===== src/rtl/ssadc_pkg.sv =====
package ssadc_pkg;
  typedef enum logic [1:0] {
    ST_IDLE = 2'd0,
    ST_FALL = 2'd1,
    ST_RISE = 2'd2
  } seq_state_e;
endpackage


===== src/rtl/ssadc_sync.sv =====
module ssadc_sync #(
  parameter int W      = 2,
  parameter int STAGES = 2
) (
  input  logic         clk,
  input  logic         rst,
  input  logic [W-1:0] d_i,
  output logic [W-1:0] q_o
);
  generate
    if (STAGES == 0) begin : g_pass
      assign q_o = d_i;
    end else begin : g_chain
      logic [W-1:0] stage_q [STAGES];
      for (genvar s = 0; s < STAGES; s++) begin : g_stage
        always_ff @(posedge clk) begin
          if (rst) stage_q[s] <= '0;
          else if (s == 0) stage_q[s] <= d_i;
          else stage_q[s] <= stage_q[(s == 0) ? 0 : s-1];
        end
      end
      assign q_o = stage_q[STAGES-1];
    end
  endgenerate
endmodule


===== src/rtl/ssadc_ramp_seq.sv =====
module ssadc_ramp_seq
  import ssadc_pkg::*;
#(
  parameter int CNT_W = 16
) (
  input  logic             clk,
  input  logic             rst,
  input  logic             en_i,
  input  logic [CNT_W-1:0] fall_len_i,
  input  logic [CNT_W-1:0] timeout_i,
  input  logic             thr_s_i,
  input  logic             cmp_s_i,
  output logic             ramp_ctl_o,
  output logic             sel_ref_o,
  output logic             idle_o,
  output logic             pair_done_o,
  output logic [CNT_W-1:0] ref_el_o,
  output logic [CNT_W-1:0] sig_el_o
);
  seq_state_e       state_q;
  logic             ramp_q, sel_q, thr_seen_q, ref_ok_q, pair_q;
  logic [CNT_W-1:0] tstamp_q, t_thr_q, fcnt_q, wcnt_q, ref_el_q, sig_el_q;
  logic [CNT_W-1:0] elapsed;
  logic             fall_last, trip_good, trip_early, timed_out, ramp_end;

  always_comb begin
    elapsed    = tstamp_q - t_thr_q;
    fall_last  = ({1'b0, fcnt_q} + 1'b1) >= {1'b0, fall_len_i};
    trip_good  = thr_seen_q && cmp_s_i;
    trip_early = !thr_seen_q && cmp_s_i;
    timed_out  = wcnt_q >= timeout_i;
    ramp_end   = trip_good || trip_early || timed_out;
  end

  always_ff @(posedge clk) begin
    if (rst) begin
      state_q    <= ST_IDLE;
      ramp_q     <= 1'b1;
      sel_q      <= 1'b1;
      thr_seen_q <= 1'b0;
      ref_ok_q   <= 1'b0;
      pair_q     <= 1'b0;
      tstamp_q   <= '0;
      t_thr_q    <= '0;
      fcnt_q     <= '0;
      wcnt_q     <= '0;
      ref_el_q   <= '0;
      sig_el_q   <= '0;
    end else begin
      tstamp_q <= tstamp_q + 1'b1;
      pair_q   <= 1'b0;
      case (state_q)
        ST_IDLE: begin
          if (en_i) begin
            state_q <= ST_FALL;
            fcnt_q  <= '0;
          end
        end
        ST_FALL: begin
          if (fall_last) begin
            state_q    <= ST_RISE;
            ramp_q     <= 1'b0;
            wcnt_q     <= '0;
            thr_seen_q <= 1'b0;
          end else begin
            fcnt_q <= fcnt_q + 1'b1;
          end
        end
        ST_RISE: begin
          wcnt_q <= wcnt_q + 1'b1;
          if (!thr_seen_q && thr_s_i && !cmp_s_i) begin
            thr_seen_q <= 1'b1;
            t_thr_q    <= tstamp_q;
          end
          if (ramp_end) begin
            ramp_q <= 1'b1;
            fcnt_q <= '0;
            sel_q  <= !sel_q;
            if (sel_q) begin
              ref_el_q <= elapsed;
              ref_ok_q <= trip_good;
              state_q  <= ST_FALL;
            end else begin
              sig_el_q <= elapsed;
              pair_q   <= ref_ok_q && trip_good;
              state_q  <= en_i ? ST_FALL : ST_IDLE;
            end
          end
        end
        default: state_q <= ST_IDLE;
      endcase
    end
  end

  assign ramp_ctl_o  = ramp_q;
  assign sel_ref_o   = sel_q;
  assign idle_o      = (state_q == ST_IDLE);
  assign pair_done_o = pair_q;
  assign ref_el_o    = ref_el_q;
  assign sig_el_o    = sig_el_q;

  // parked state holds the ramp down on the reference input
  p_idle_parked_r1: assert property (@(posedge clk) disable iff (rst)
    (state_q == ST_IDLE) |-> (ramp_q && sel_q));
  // select moves only while the ramp is held down
  p_sel_change_ramp_high_r2: assert property (@(posedge clk) disable iff (rst)
    !$stable(sel_q) |-> ramp_q);
  // a good pair never reports a zero-length ramp
  p_elapsed_nonzero_r3: assert property (@(posedge clk) disable iff (rst)
    pair_q |-> (ref_el_q != '0 && sig_el_q != '0));
  // the rise window never runs past the timeout
  p_rise_bounded_r7: assert property (@(posedge clk) disable iff (rst)
    (state_q == ST_RISE) |-> (wcnt_q <= timeout_i));
endmodule


===== src/rtl/ssadc_kt_corr.sv =====
module ssadc_kt_corr #(
  parameter int CNT_W    = 16,
  parameter int SH_W     = 4,
  parameter int KT_TERMS = 2,
  parameter int TW       = CNT_W + 2
) (
  input  logic                     clk,
  input  logic                     rst,
  input  logic                     start_i,
  input  logic [CNT_W-1:0]         ref_el_i,
  input  logic [CNT_W-1:0]         sig_el_i,
  input  logic [KT_TERMS*SH_W-1:0] shift_i,
  input  logic [KT_TERMS-1:0]      use_i,
  output logic                     done_o,
  output logic [TW-1:0]            ref_tot_o,
  output logic [TW-1:0]            sig_tot_o
);
  logic [TW-1:0] term [KT_TERMS];
  logic [TW-1:0] below;

  generate
    for (genvar k = 0; k < KT_TERMS; k++) begin : g_term
      assign term[k] = use_i[k] ? (TW'(ref_el_i) >> shift_i[k*SH_W +: SH_W]) : '0;
    end
  endgenerate

  always_comb begin
    below = '0;
    for (int k = 0; k < KT_TERMS; k++) below = below + term[k];
  end

  always_ff @(posedge clk) begin
    if (rst) begin
      done_o    <= 1'b0;
      ref_tot_o <= '0;
      sig_tot_o <= '0;
    end else begin
      done_o <= start_i;
      if (start_i) begin
        ref_tot_o <= TW'(ref_el_i) + below;
        sig_tot_o <= TW'(sig_el_i) + below;
      end
    end
  end
endmodule


===== src/rtl/ssadc_div.sv =====
module ssadc_div #(
  parameter int TW    = 18,
  parameter int OUT_W = 12
) (
  input  logic             clk,
  input  logic             rst,
  input  logic             start_i,
  input  logic [TW-1:0]    num_i,
  input  logic [TW-1:0]    den_i,
  output logic             done_o,
  output logic [OUT_W-1:0] quo_o
);
  localparam int CW = $clog2(OUT_W + 1);

  logic             busy_q, done_q;
  logic [TW-1:0]    rem_q, den_q;
  logic [OUT_W-1:0] quo_q;
  logic [CW-1:0]    cnt_q;
  logic [TW:0]      rem_sh;
  logic             fits;

  always_comb begin
    rem_sh = {rem_q, 1'b0};
    fits   = rem_sh >= {1'b0, den_q};
  end

  always_ff @(posedge clk) begin
    if (rst) begin
      busy_q <= 1'b0;
      done_q <= 1'b0;
      rem_q  <= '0;
      den_q  <= '0;
      quo_q  <= '0;
      cnt_q  <= '0;
    end else begin
      done_q <= 1'b0;
      if (start_i) begin
        den_q <= den_i;
        if (num_i >= den_i) begin
          quo_q  <= '1;
          done_q <= 1'b1;
        end else begin
          rem_q  <= num_i;
          quo_q  <= '0;
          cnt_q  <= CW'(OUT_W);
          busy_q <= 1'b1;
        end
      end else if (busy_q) begin
        quo_q <= {quo_q[OUT_W-2:0], fits};
        rem_q <= fits ? TW'(rem_sh - {1'b0, den_q}) : rem_sh[TW-1:0];
        cnt_q <= cnt_q - 1'b1;
        if (cnt_q == CW'(1)) begin
          busy_q <= 1'b0;
          done_q <= 1'b1;
        end
      end
    end
  end

  assign done_o = done_q;
  assign quo_o  = quo_q;

  // a new division never lands on one in progress
  p_start_idle_r5: assert property (@(posedge clk) disable iff (rst)
    start_i |-> !busy_q);
  // saturation when the numerator reaches the divisor
  p_saturate_r5: assert property (@(posedge clk) disable iff (rst)
    (start_i && (num_i >= den_i)) |=> (done_q && (quo_q == '1)));
endmodule


===== src/rtl/ssadc_ctrl.sv =====
module ssadc_ctrl #(
  parameter int CNT_W       = 16,
  parameter int OUT_W       = 12,
  parameter int SH_W        = 4,
  parameter int KT_TERMS    = 2,
  parameter int SYNC_STAGES = 2
) (
  input  logic                     clk,
  input  logic                     rst,
  input  logic                     en_i,
  input  logic                     cfg_we_i,
  input  logic [CNT_W-1:0]         cfg_fall_len_i,
  input  logic [CNT_W-1:0]         cfg_timeout_i,
  input  logic [KT_TERMS*SH_W-1:0] cfg_kt_shift_i,
  input  logic [KT_TERMS-1:0]      cfg_kt_use_i,
  input  logic                     thr_i,
  input  logic                     cmp_i,
  output logic                     ramp_ctl_o,
  output logic                     sel_ref_o,
  output logic                     smp_valid_o,
  output logic [OUT_W-1:0]         smp_o
);
  localparam int TW = CNT_W + 2;
  localparam logic [CNT_W-1:0] FALL_RST = CNT_W'(16);

  logic [CNT_W-1:0]         fall_q, tmo_q;
  logic [KT_TERMS*SH_W-1:0] shift_q;
  logic [KT_TERMS-1:0]      use_q;
  logic [1:0]               sense_s;
  logic                     idle, pair_done, corr_done, div_done;
  logic [CNT_W-1:0]         ref_el, sig_el;
  logic [TW-1:0]            ref_tot, sig_tot;
  logic [OUT_W-1:0]         quo;
  logic                     valid_q;
  logic [OUT_W-1:0]         smp_q;

  always_ff @(posedge clk) begin
    if (rst) begin
      fall_q  <= FALL_RST;
      tmo_q   <= '1;
      shift_q <= '0;
      use_q   <= '0;
    end else if (cfg_we_i && idle) begin
      fall_q  <= cfg_fall_len_i;
      tmo_q   <= cfg_timeout_i;
      shift_q <= cfg_kt_shift_i;
      use_q   <= cfg_kt_use_i;
    end
  end

  ssadc_sync #(.W(2), .STAGES(SYNC_STAGES)) sync_i (
    .clk (clk),
    .rst (rst),
    .d_i ({thr_i, cmp_i}),
    .q_o (sense_s)
  );

  ssadc_ramp_seq #(.CNT_W(CNT_W)) seq_i (
    .clk         (clk),
    .rst         (rst),
    .en_i        (en_i),
    .fall_len_i  (fall_q),
    .timeout_i   (tmo_q),
    .thr_s_i     (sense_s[1]),
    .cmp_s_i     (sense_s[0]),
    .ramp_ctl_o  (ramp_ctl_o),
    .sel_ref_o   (sel_ref_o),
    .idle_o      (idle),
    .pair_done_o (pair_done),
    .ref_el_o    (ref_el),
    .sig_el_o    (sig_el)
  );

  ssadc_kt_corr #(.CNT_W(CNT_W), .SH_W(SH_W), .KT_TERMS(KT_TERMS), .TW(TW)) corr_i (
    .clk       (clk),
    .rst       (rst),
    .start_i   (pair_done),
    .ref_el_i  (ref_el),
    .sig_el_i  (sig_el),
    .shift_i   (shift_q),
    .use_i     (use_q),
    .done_o    (corr_done),
    .ref_tot_o (ref_tot),
    .sig_tot_o (sig_tot)
  );

  ssadc_div #(.TW(TW), .OUT_W(OUT_W)) div_i (
    .clk     (clk),
    .rst     (rst),
    .start_i (corr_done),
    .num_i   (sig_tot),
    .den_i   (ref_tot),
    .done_o  (div_done),
    .quo_o   (quo)
  );

  always_ff @(posedge clk) begin
    if (rst) begin
      valid_q <= 1'b0;
      smp_q   <= '0;
    end else begin
      valid_q <= div_done;
      if (div_done) smp_q <= quo;
    end
  end

  assign smp_valid_o = valid_q;
  assign smp_o       = smp_q;

  // settings stay frozen while the sequencer runs
  p_cfg_frozen_r8: assert property (@(posedge clk) disable iff (rst)
    !idle |=> ($stable(fall_q) && $stable(tmo_q) && $stable(shift_q) && $stable(use_q)));
  // the sample strobe is a single-cycle pulse
  p_valid_pulse_r9: assert property (@(posedge clk) disable iff (rst)
    smp_valid_q_chk |=> !valid_q);
  logic smp_valid_q_chk;
  assign smp_valid_q_chk = valid_q;
endmodule


===== config.mk =====
export PLATFORM = sky130hd
export DESIGN_NAME = ssadc_ctrl
export DESIGN_NICKNAME = d
export VERILOG_FILES = /design/src/rtl/ssadc_pkg.sv /design/src/rtl/ssadc_sync.sv /design/src/rtl/ssadc_ramp_seq.sv /design/src/rtl/ssadc_kt_corr.sv /design/src/rtl/ssadc_div.sv /design/src/rtl/ssadc_ctrl.sv
export SDC_FILE = /design/constraint.sdc
export NUM_CORES = 1
export LEC_CHECK = 0
export BUFFER_PORTS_ARGS = -buffer_cell sky130_fd_sc_hd__buf_2
export CAP_MARGIN = 20
export CORE_MARGIN = 1
export CORE_UTILIZATION = 38
export CTS_BUF_LIST = sky130_fd_sc_hd__clkbuf_8
export DETAILED_ROUTE_END_ITERATION = 8
export GPL_ROUTABILITY_DRIVEN = 1
export PLACE_DENSITY_LB_ADDON = 0.25
export SYNTH_ARGS = -nofsm -noshare
export SYNTH_HDL_FRONTEND = slang
export SYNTH_SLANG_ARGS = --single-unit

===== constraint.sdc =====
create_clock -name clk -period 5.39 [get_ports clk]
set_clock_uncertainty 0.2 [all_clocks]
set_input_delay 1.078 -clock clk [delete_from_list [all_inputs] [get_ports clk]]
set_output_delay 1.078 -clock clk [all_outputs]
set_load 0.01 [all_outputs]

# Word level (Yosys, flattened, before mapping)
# Memories as Yosys holds them, arrays and structs flattened.
# Cells that the tools add are included.
# totals
reg_bits	249
ram_bits	4
input_bits	48
out_inout_bits	15
mem_count	1
# classes
n_addsub	10
magnitude_cmp	4
n_eq_ne	9
shifts	2
muxes	42
n_bitwise	5
reduce_logical	26
# memory_table
name	depth	width	read_ports	rd_clocked_by_memory_dff	wr	line	source
sync_i.g_chain.stage_q	2	2	2	0	2	ssadc_sync.sv:14	logic [W-1:0] stage_q [STAGES];
# ops
operator	count
2-to-1 mux 18 bit	6
2-to-1 mux 16 bit	4
adder 16 x 1 -> 16 bit (second input constant)	3
case mux 16 bit (3 select lines)	1
adder 16 x 18 -> 18 bit	2
2-to-1 mux 12 bit	3
right shift 16 x 4 -> 18 bit	2
case mux 16 bit (2 select lines)	1
greater-or-equal comparator 19 x 18 -> 1 bit	1
adder 18 bit	1
greater-or-equal comparator 18 bit	1
subtractor 18 bit	1
adder 16 x 1 -> 17 bit (second input constant)	1
greater-or-equal comparator 17 x 16 -> 1 bit	1
greater-or-equal comparator 16 bit	1
subtractor 16 bit	1
2-to-1 mux 1 bit	15
AND reduction 3 bit	5
2-to-1 mux 2 bit	6
2-to-1 mux 4 bit	3
AND reduction 2 bit	4
logical AND 1 bit	6
!= test 2 x 1 -> 1 bit (second input constant)	3
!= test 2 bit (second input constant)	3
other kinds (15)	23

# Depth between registers and ports, before layout
# Gate-level depths: netlist of the first run.
# depth
ltp_word	6
mapped_depth	28
mapped_depth_nobuf	27

# By module
# A second synthesis of the first run with hierarchy kept.
# hier_totals
hier_cells	2025
hier_area_um2	16716.0
# modules_own_cells
module	n_inst	cells_each	area_per_inst_um2	seq_area_each_um2
ssadc_ramp_seq	1	734	5906.9	2062.0
ssadc_kt_corr	1	601	4633.2	740.7
ssadc_div	1	468	3906.2	1081.0
ssadc_ctrl	1	214	2164.6	1101.1
ssadc_sync	1	8	105.1	80.1

# Worst setup path before layout of the first run
# OpenSTA, ideal clock, no wires.
# synth_path
kind	reg2reg
from	reg shift_q[5]
to	reg corr_i.sig_tot_o[15]
setup_time_ps	117
arrival_time_ps	5121
path_slack_ps	-48
path_stages_with_launch	25
period_less_slack_ps	5438
cell_sequence	dfxtp_1 clkbuf_1 clkbuf_1 mux4_2 mux2_2 o211a_1 ha_1 inv_1 fa_1 nor2b_1 o31a_1 o21a_1 nor2_1 nor2b_1 o21a_1 nor3_1 nor2_1 ha_1 a21o_1 a21oi_1 a31oi_1 or4_1 a31o_2 xor2_1 a22o_1
# synth_via
elab_chain_cells	4
# synth_rtl
element	line	source
start: declaration	ssadc_ctrl.sv:27	logic [KT_TERMS*SH_W-1:0] shift_q;
start signal: assignment	ssadc_ctrl.sv:46	shift_q <= cfg_kt_shift_i;
right shift 16 x 4 -> 18 bit	ssadc_kt_corr.sv:23	assign term[k] = use_i[k] ? (TW'(ref_el_i) >> shift_i[k*SH_W +: SH_W]) : '0;
2-to-1 mux 18 bit	ssadc_kt_corr.sv:23	
adder 18 bit	ssadc_kt_corr.sv:29	for (int k = 0; k < KT_TERMS; k++) below = below + term[k];
adder 16 x 18 -> 18 bit	ssadc_kt_corr.sv:41	sig_tot_o <= TW'(sig_el_i) + below;
end signal: assignment	ssadc_kt_corr.sv:41	
end: declaration	ssadc_kt_corr.sv:16	output logic [TW-1:0] sig_tot_o
# Every way passes these cells.
# A chain may end at the register's enable or synchronous reset.

# Final worst setup path of the first run
# layout_path
from	reg shift_q[4]
to	reg corr_i.sig_tot_o[15]
# The elaborated chain is that of the path after synthesis.

==> impl_metrics.yaml, run 1 <==
critical_path:
  path_class: "register to register"
  cp.arrival_ns: 5.48
  startpoint_type: "register"
  required_ns: 5.68
  regToRegSetupSlack_ns: 0.21
  r2r-start: "shift_q[4]"
  worst-r2r-cell-count: 22
  cp_max_fo: 3
  crit_path_end_kind: "register"
  timing.rr.end: "corr_i.sig_tot_o[15]"
placement:
  dp_slack_ns: -0.05251
  hpwl_um: 31640
  io_buffers: 62
  globalplace.congestion: 0.9230
clocking:
  clk-insertion-delay-late_ns: 0.63
  clk_pin_slew_worst_paths_ns: 0.06
  cts_max_level: 2
  cts_buffer_depth: 3
  ctsHoldBuffers: 0
  cts_tree: "built"
  numCtsBuffers: 46
  cts_root_buffer: "clkbuf_8"
  clkSinkCount: 253
global_routing:
  grt_pass1_wl_um: 69840
  grt-ovfl-total: 0
  grt_max_degree: 84
  grt_pass1_vias: 13580
  track_usage: 0.1967
  antenna_found_initial: 0
routing:
  drt_iter0_drc: 811
  dr.pass1.iters: 5
  drt_wl_total_um: 43000
  via_per_inst: 5.384
  drc: 0
  vias: 14180
  wire_per_inst_um: 16.33
  ant_nets: 0
floorplan:
  die-area_um2: 43420
  initial_core_util: 0.3858
  die_y_um: 208.4
  die_w_um: 208.4
  io_pins: 63
  fp-row-count: 75
  fp.coreArea_um2: 41950
logic_synthesis:
  synth_cells: 2001
  synth_flop_cell: "dfxtp_1"
  syn_nets: 2196
  syn_area_per_cell_um2: 8.088
  yosys_warnings: 0
  yosysSeqAreaShare: 0.3129
  synthesis.area_um2: 16180
  async_reset_ff_frac: 0
  synth_edf_count: 0
  synth-seq-cells: 253
  synth.distinct_cells: 79
job:
  cap_violations: 0
sta:
  period_share: 0.9612
  setup_slack_ns: 0.2093
  worst_pin_slew_ns: 1.009
  min_period_ns: 5.181
  setup_viol: 0
  finalHoldViolations: 0
  hold_slack_ns: 0.2525
  relSlewSlack: 0.3216
  clock.fmax_mhz: 193.0
  slew_violations: 0
  fin_tns_setup_ns: 0
hold_path:
  worstHoldPathCells: 2
  min_from: "seq_i.t_thr_q[6]"
  hold_end: "seq_i.t_thr_q[6]"
  min_path_type: "register to register"
run_status:
  status: "complete, no violations"
cells_and_area:
  fillers: 4255
  drive_gt1_frac: 0.1294
  postLayoutCoreUtil: 0.4382
  finalNetCount: 2257
  insertedDiodeCount: 0
  area_growth_pct: 13.58
power_and_ir_drop:
  p_per_area_nw_per_um2: 244.4
  vdd_drop_max_mv: 0.1818
  p_leak_nw: 7.627
-- per-layer routing --
| metal | global-route usage | wire [um] | up-vias | part of all wire |
|---|---|---|---|---|
| met1 | 0.2616 | 20560 | 6668 | 0.48 |
| met3 | 0.02958 | 1561 | 79 | 0.036 |
| met2 | 0.3190 | 19560 | 234 | 0.45 |
| met4 | 0.07688 | 1318 | 0 | 0.031 |
| li1 | - | - | 7201 | - |
| met5 | 0 | 0 | - | 0 |
-- cell usage in the layout, fill, tap and decap left out, drive strengths merged, types with 15 or more instances in the layout --
cell type  Yosys  final
o21ai         74     74
nor3          33     33
mux2i         93     93
xnor2         69     69
nand2        225    225
nor2b         18     18
xor2          28     28
and3          16     16
nand2b        16     16
a21oi        180    180
nand4         29     29
a21o          36     36
dfxtp        253    253
clkbuf        77     57
o21a          15     15
inv          116    128
nand3         48     48
ha           142    142
buf           27    117
and2          28     28
o211ai        26     26
nor2         209    209
mux2          15     15
a211oi        37     37
-- power breakdown --
group,internal [W],leakage (nW),switching (W)
Clock,0.00115,0.560,0.000854
Sequential,0.00192,2.05,0.0000388
Combinational,0.000189,5.01,0.000341
-- critical path, cell delays in order (launching register included) --
cell and delay (ns):
dfxtp_1 0.39, mux4_2 0.52, mux2_2 0.28, o211a_1 0.22
ha_1 0.23, inv_1 0.08, fa_1 0.19, nor2b_1 0.06
o31a_1 0.28, o21a_1 0.19, nor2_2 0.16, nor2b_1 0.07
o21a_1 0.18, nor3_2 0.12, nor2_2 0.06, ha_1 0.31
and3_4 0.20, o211ai_1 0.17, a31oi_2 0.15, or4_1 0.41
a31o_2 0.27, xor2_1 0.14, a22o_1 0.20
-- timing repair --
action                     in CTS  in global routing
setup endpoints to repair       2                 10
pin swaps                       0                 12
buffers inserted                0                  7
resized for setup               1                 54
-- logic make-up after synthesis --
family                     share of synthesized area
adders and majority gates                     0.1160
DFF                                           0.3129
and+or+nand+nor                               0.1921
muxes                                        0.07770
xor gates and xnor gates                     0.05249
AOI/OAI and AO/OA                             0.1956
buffers and inverters                        0.05319
-- sequential cells by signal (all words and copies together) (netlist names), 4 cells and up --
register	cells
div_i.quo_o	12
seq_i.t_thr_q	16
seq_i.tstamp_q	16
seq_i.ref_el_o	16
smp_o	12
div_i.den_q	18
shift_q	8
div_i.cnt_q	4
sync_i.g_chain.stage_q	4
seq_i.wcnt_q	16
tmo_q	16
corr_i.ref_tot_o	18
seq_i.sig_el_o	16
fall_q	16
div_i.rem_q	18
seq_i.fcnt_q	16
corr_i.sig_tot_o	18
-- metrics by stage --
step	total power (W)	instance area, um2	cells
3_3_place_gp	0.002506	17140	2545
5_1_grt	0.004704	18380	2634
3_5_place_dp	0.002512	17140	2545
4_1_cts	0.004538	18160	2626
2_1_floorplan	0.002353	16190	2001
6_report	0.004493	18380	2634
-- how the worst max path moves through the flow --
stage | slack, ns | from | endpoint | cells past startpoint
6_report | 0.21 | shift_q[4] | corr_i.sig_tot_o[15] | 22
5_1_grt | -0.06 | seq_i.ref_el_o[15] | corr_i.sig_tot_o[15] | 24
4_1_cts | 0.02 | shift_q[5] | corr_i.sig_tot_o[16] | 22
3_5_place_dp | -0.05 | shift_q[1] | corr_i.sig_tot_o[15] | 25
3_3_place_gp | -0.02 | shift_q[1] | corr_i.sig_tot_o[15] | 25
2_1_floorplan | 0.06 | shift_q[1] | corr_i.sig_tot_o[15] | 25
-- layout make-up --
cell class	instances	area [um2]	share of cell area
repair buffers	117	757.0	0.04118
clock buffers	57	784.5	0.04268
well taps	539	674.4	0.03669
flip-flops and latches	253	5084	0.2765
clock inverters	24	227.7	0.01239
multi-input cells	1526	10410	0.5664
inverters	118	442.9	0.02409
-- synthesized netlist by cell type (6+ instances only) --
cell        n  share of area
a211oi_1   36          0.017
a21boi_0    6         0.0028
a21o_1     36          0.017
a21oi_1   180          0.056
a22o_1      6         0.0032
a31oi_1    10         0.0039
and2_1     28          0.011
and3_1     16         0.0062
buf_1      17         0.0039
buf_2       7         0.0022
clkbuf_1   77          0.018
dfxtp_1   253           0.31
ha_1      142           0.11
inv_1     115          0.027
mux2_2     15          0.010
mux2i_1    93          0.058
mux4_2      7         0.0097
nand2_1   225          0.052
nand2b_1   16         0.0062
nand3_1    48          0.015
nand3b_1    8         0.0037
nand4_1    29          0.011
nor2_1    209          0.048
nor2b_1    18         0.0070
nor3_1     32         0.0099
nor3b_1     9         0.0042
o211a_1     8         0.0049
o211ai_1   26          0.012
o21a_1     15         0.0070
o21ai_0    73          0.023
o21bai_1    9         0.0042
o22ai_1    11         0.0043
o311ai_0    7         0.0038
o31ai_1     8         0.0037
o41ai_1    10         0.0054
or2_2       7         0.0027
or3_1      12         0.0046
xnor2_1    69          0.037
xor2_1     28          0.015
No activity file was read; power rests on OpenSTA's default activity.
==> run 2, diff against run 1 <==
Settings changed: RECOVER_POWER from default to 100.
==> run 2 against run 1 <==
Compared with the run above: the flow now finishes with violations (max-capacitance violations, max-slew violations); first-iteration DRC count decreased by 4.3%; setup slack improved by 0.00060 ns; cell area decreased by 0.20%; via count about the same; sequential power about the same.
==> impl_metrics.yaml, run 2 (synthesis gave the netlist of run 1 again) <==
run_status:
  status: "complete, but fails checks"
  violations: "max-capacitance violations, max-slew violations"
global_routing:
  antenna_found_initial: 0
  grt_util_met3: 0.02958
  busiest_layer: "met2"
  grt_pass1_vias: 13580
  grt-ovfl-total: 0
  grt_max_degree: 84
  grt_pass1_wl_um: 69840
  met1_usage: 0.2616
  use_met2: 0.3190
  track_usage: 0.1967
critical_path:
  required_ns: 5.68
  cp.arrival_ns: 5.47
  path_delay_family: "compound AO/OA/AOI/OAI gates"
  crit_buf_inv: 1
  regToRegSetupSlack_ns: 0.21
  crit_path_top_delay_cell: "mux4_2"
  cpPeakStageDelay_ns: 0.52
  startpoint_type: "register"
  crit_path_end_kind: "register"
  crit_chain: "mux4_2 > mux2_2 > o211a_1 > ha_1 > inv_1 > fa_1 > nor2b_1 > o31a_1 > o21a_1 > nor2_2 > nor2b_1 > o21a_1 > nor3_2 > nor2_2 > ha_1 > and3_4 > o211ai_1 > a31oi_2 > or4_1 > a31o_2 > xor2_1 > a22o_1"
  cp_max_fo: 3
  path_class: "register to register"
cells_and_area:
  postLayoutCoreUtil: 0.4374
  drive_gt1_frac: 0.1193
  area_growth_pct: 13.36
  fillers: 4269
  final_common_cell: "dfxtp_1"
  insertedDiodeCount: 0
  finalNetCount: 2257
  final_cell_mix: "dfxtp_1, nand2_1, nor2_1"
floorplan:
  io_pins: 63
  die_w_um: 208.4
  fp-row-count: 75
  fp.coreArea_um2: 41950
  initial_core_util: 0.3858
  die_y_um: 208.4
  die-area_um2: 43420
routing:
  drt_wl_total_um: 43010
  wire_per_inst_um: 16.33
  drt_iter0_drc: 776
  dr.pass1.iters: 5
  drc: 0
  ant_nets: 0
  via_per_inst: 5.385
  vias: 14180
clocking:
  clk_pin_slew_worst_paths_ns: 0.06
  clkSinkCount: 253
  clk-insertion-delay-late_ns: 0.63
  cts_max_level: 2
  cts_buffer_depth: 3
  cts_tree: "built"
  cts_root_buffer: "clkbuf_8"
  ctsHoldBuffers: 0
  numCtsBuffers: 46
hold_path:
  min_path_type: "register to register"
power_and_ir_drop:
  p_per_area_nw_per_um2: 244.9
  p_leak_nw: 7.548
  p_total_w: 0.004493
  vdd_drop_max_mv: 0.1818
sta:
  min_period_ns: 5.180
  setup_slack_ns: 0.2099
  worst_pin_slew_ns: 3.140
  fin_tns_setup_ns: 0
  relSlewSlack: -1.094
  period_share: 0.9610
  setup_viol: 0
  slew_violations: 139
  clock.fmax_mhz: 193.0
  finalHoldViolations: 0
  hold_slack_ns: 0.2525
job:
  cap_violations: 3
placement:
  io_buffers: 62
  hpwl_um: 31640
  globalplace.congestion: 0.9230
  dp_slack_ns: -0.05251
## run 2: cell types whose count changed in the layout (fill, tap and decap cells not counted), sizes merged
cell / before / now
buf: 117 / 98
clkbuf: 57 / 76
## run 2: worst reg2reg max path, stage by stage, from the launching register on
cell      delay, ns
dfxtp_1        0.39
mux4_2         0.52
mux2_2         0.28
o211a_1        0.22
ha_1           0.23
inv_1          0.08
fa_1           0.19
nor2b_1        0.06
o31a_1         0.28
o21a_1         0.19
nor2_2         0.16
nor2b_1        0.07
o21a_1         0.18
nor3_2         0.12
nor2_2         0.07
ha_1           0.31
and3_4         0.20
o211ai_1       0.17
a31oi_2        0.15
or4_1          0.41
a31o_2         0.27
xor2_1         0.14
a22o_1         0.20
## run 2: path summary, 6_finish.rpt
check / cells past startpoint / endpoint / from
max: 22 / corr_i.sig_tot_o[15] / shift_q[4]
max reg2reg: 22 / corr_i.sig_tot_o[15] / shift_q[4]
min reg2reg: 2 / seq_i.t_thr_q[6] / seq_i.t_thr_q[6]
min: 2 / seq_i.t_thr_q[6] / seq_i.t_thr_q[6]
## run 2: routing by layer
layer,up-vias,share of wire,wire length [um]
met1,6658,0.48,20560
met2,248,0.46,19590
met3,79,0.036,1547
li1,7199,-,-
met5,-,0,0
met4,0,0.031,1319
## run 2: layout make-up
class	instances	area, um2	area share
clock inverters	24	227.7	0.01241
inverters	118	442.9	0.02414
clock buffers	57	784.5	0.04276
multi-input cells	1526	10410	0.5675
well taps	539	674.4	0.03676
repair buffers	117	723.2	0.03942
flip-flops and latches	253	5082	0.2770
## run 2: metrics by stage
stage	cell area, um2	instances
floorplan	16190	2001
global placement	17140	2545
detailed placement	17140	2545
CTS	18160	2626
global route	18350	2634
finish	18350	2634
## run 2: what timing repair did
| action | in CTS | in global routing |
|---|---|---|
| pin swaps | 0 | 12 |
| endpoints found under the setup margin | 2 | 10 |
| resized for setup | 1 | 54 |
| buffers inserted | 0 | 7 |
## run 2: report_power, final
| group | switching [W] | total, W | internal [W] |
|---|---|---|---|
| sequential | 0.0000389 | 0.00196 | 0.00192 |
| combinational | 0.000341 | 0.000529 | 0.000188 |
| clock | 0.000854 | 0.00201 | 0.00115 |
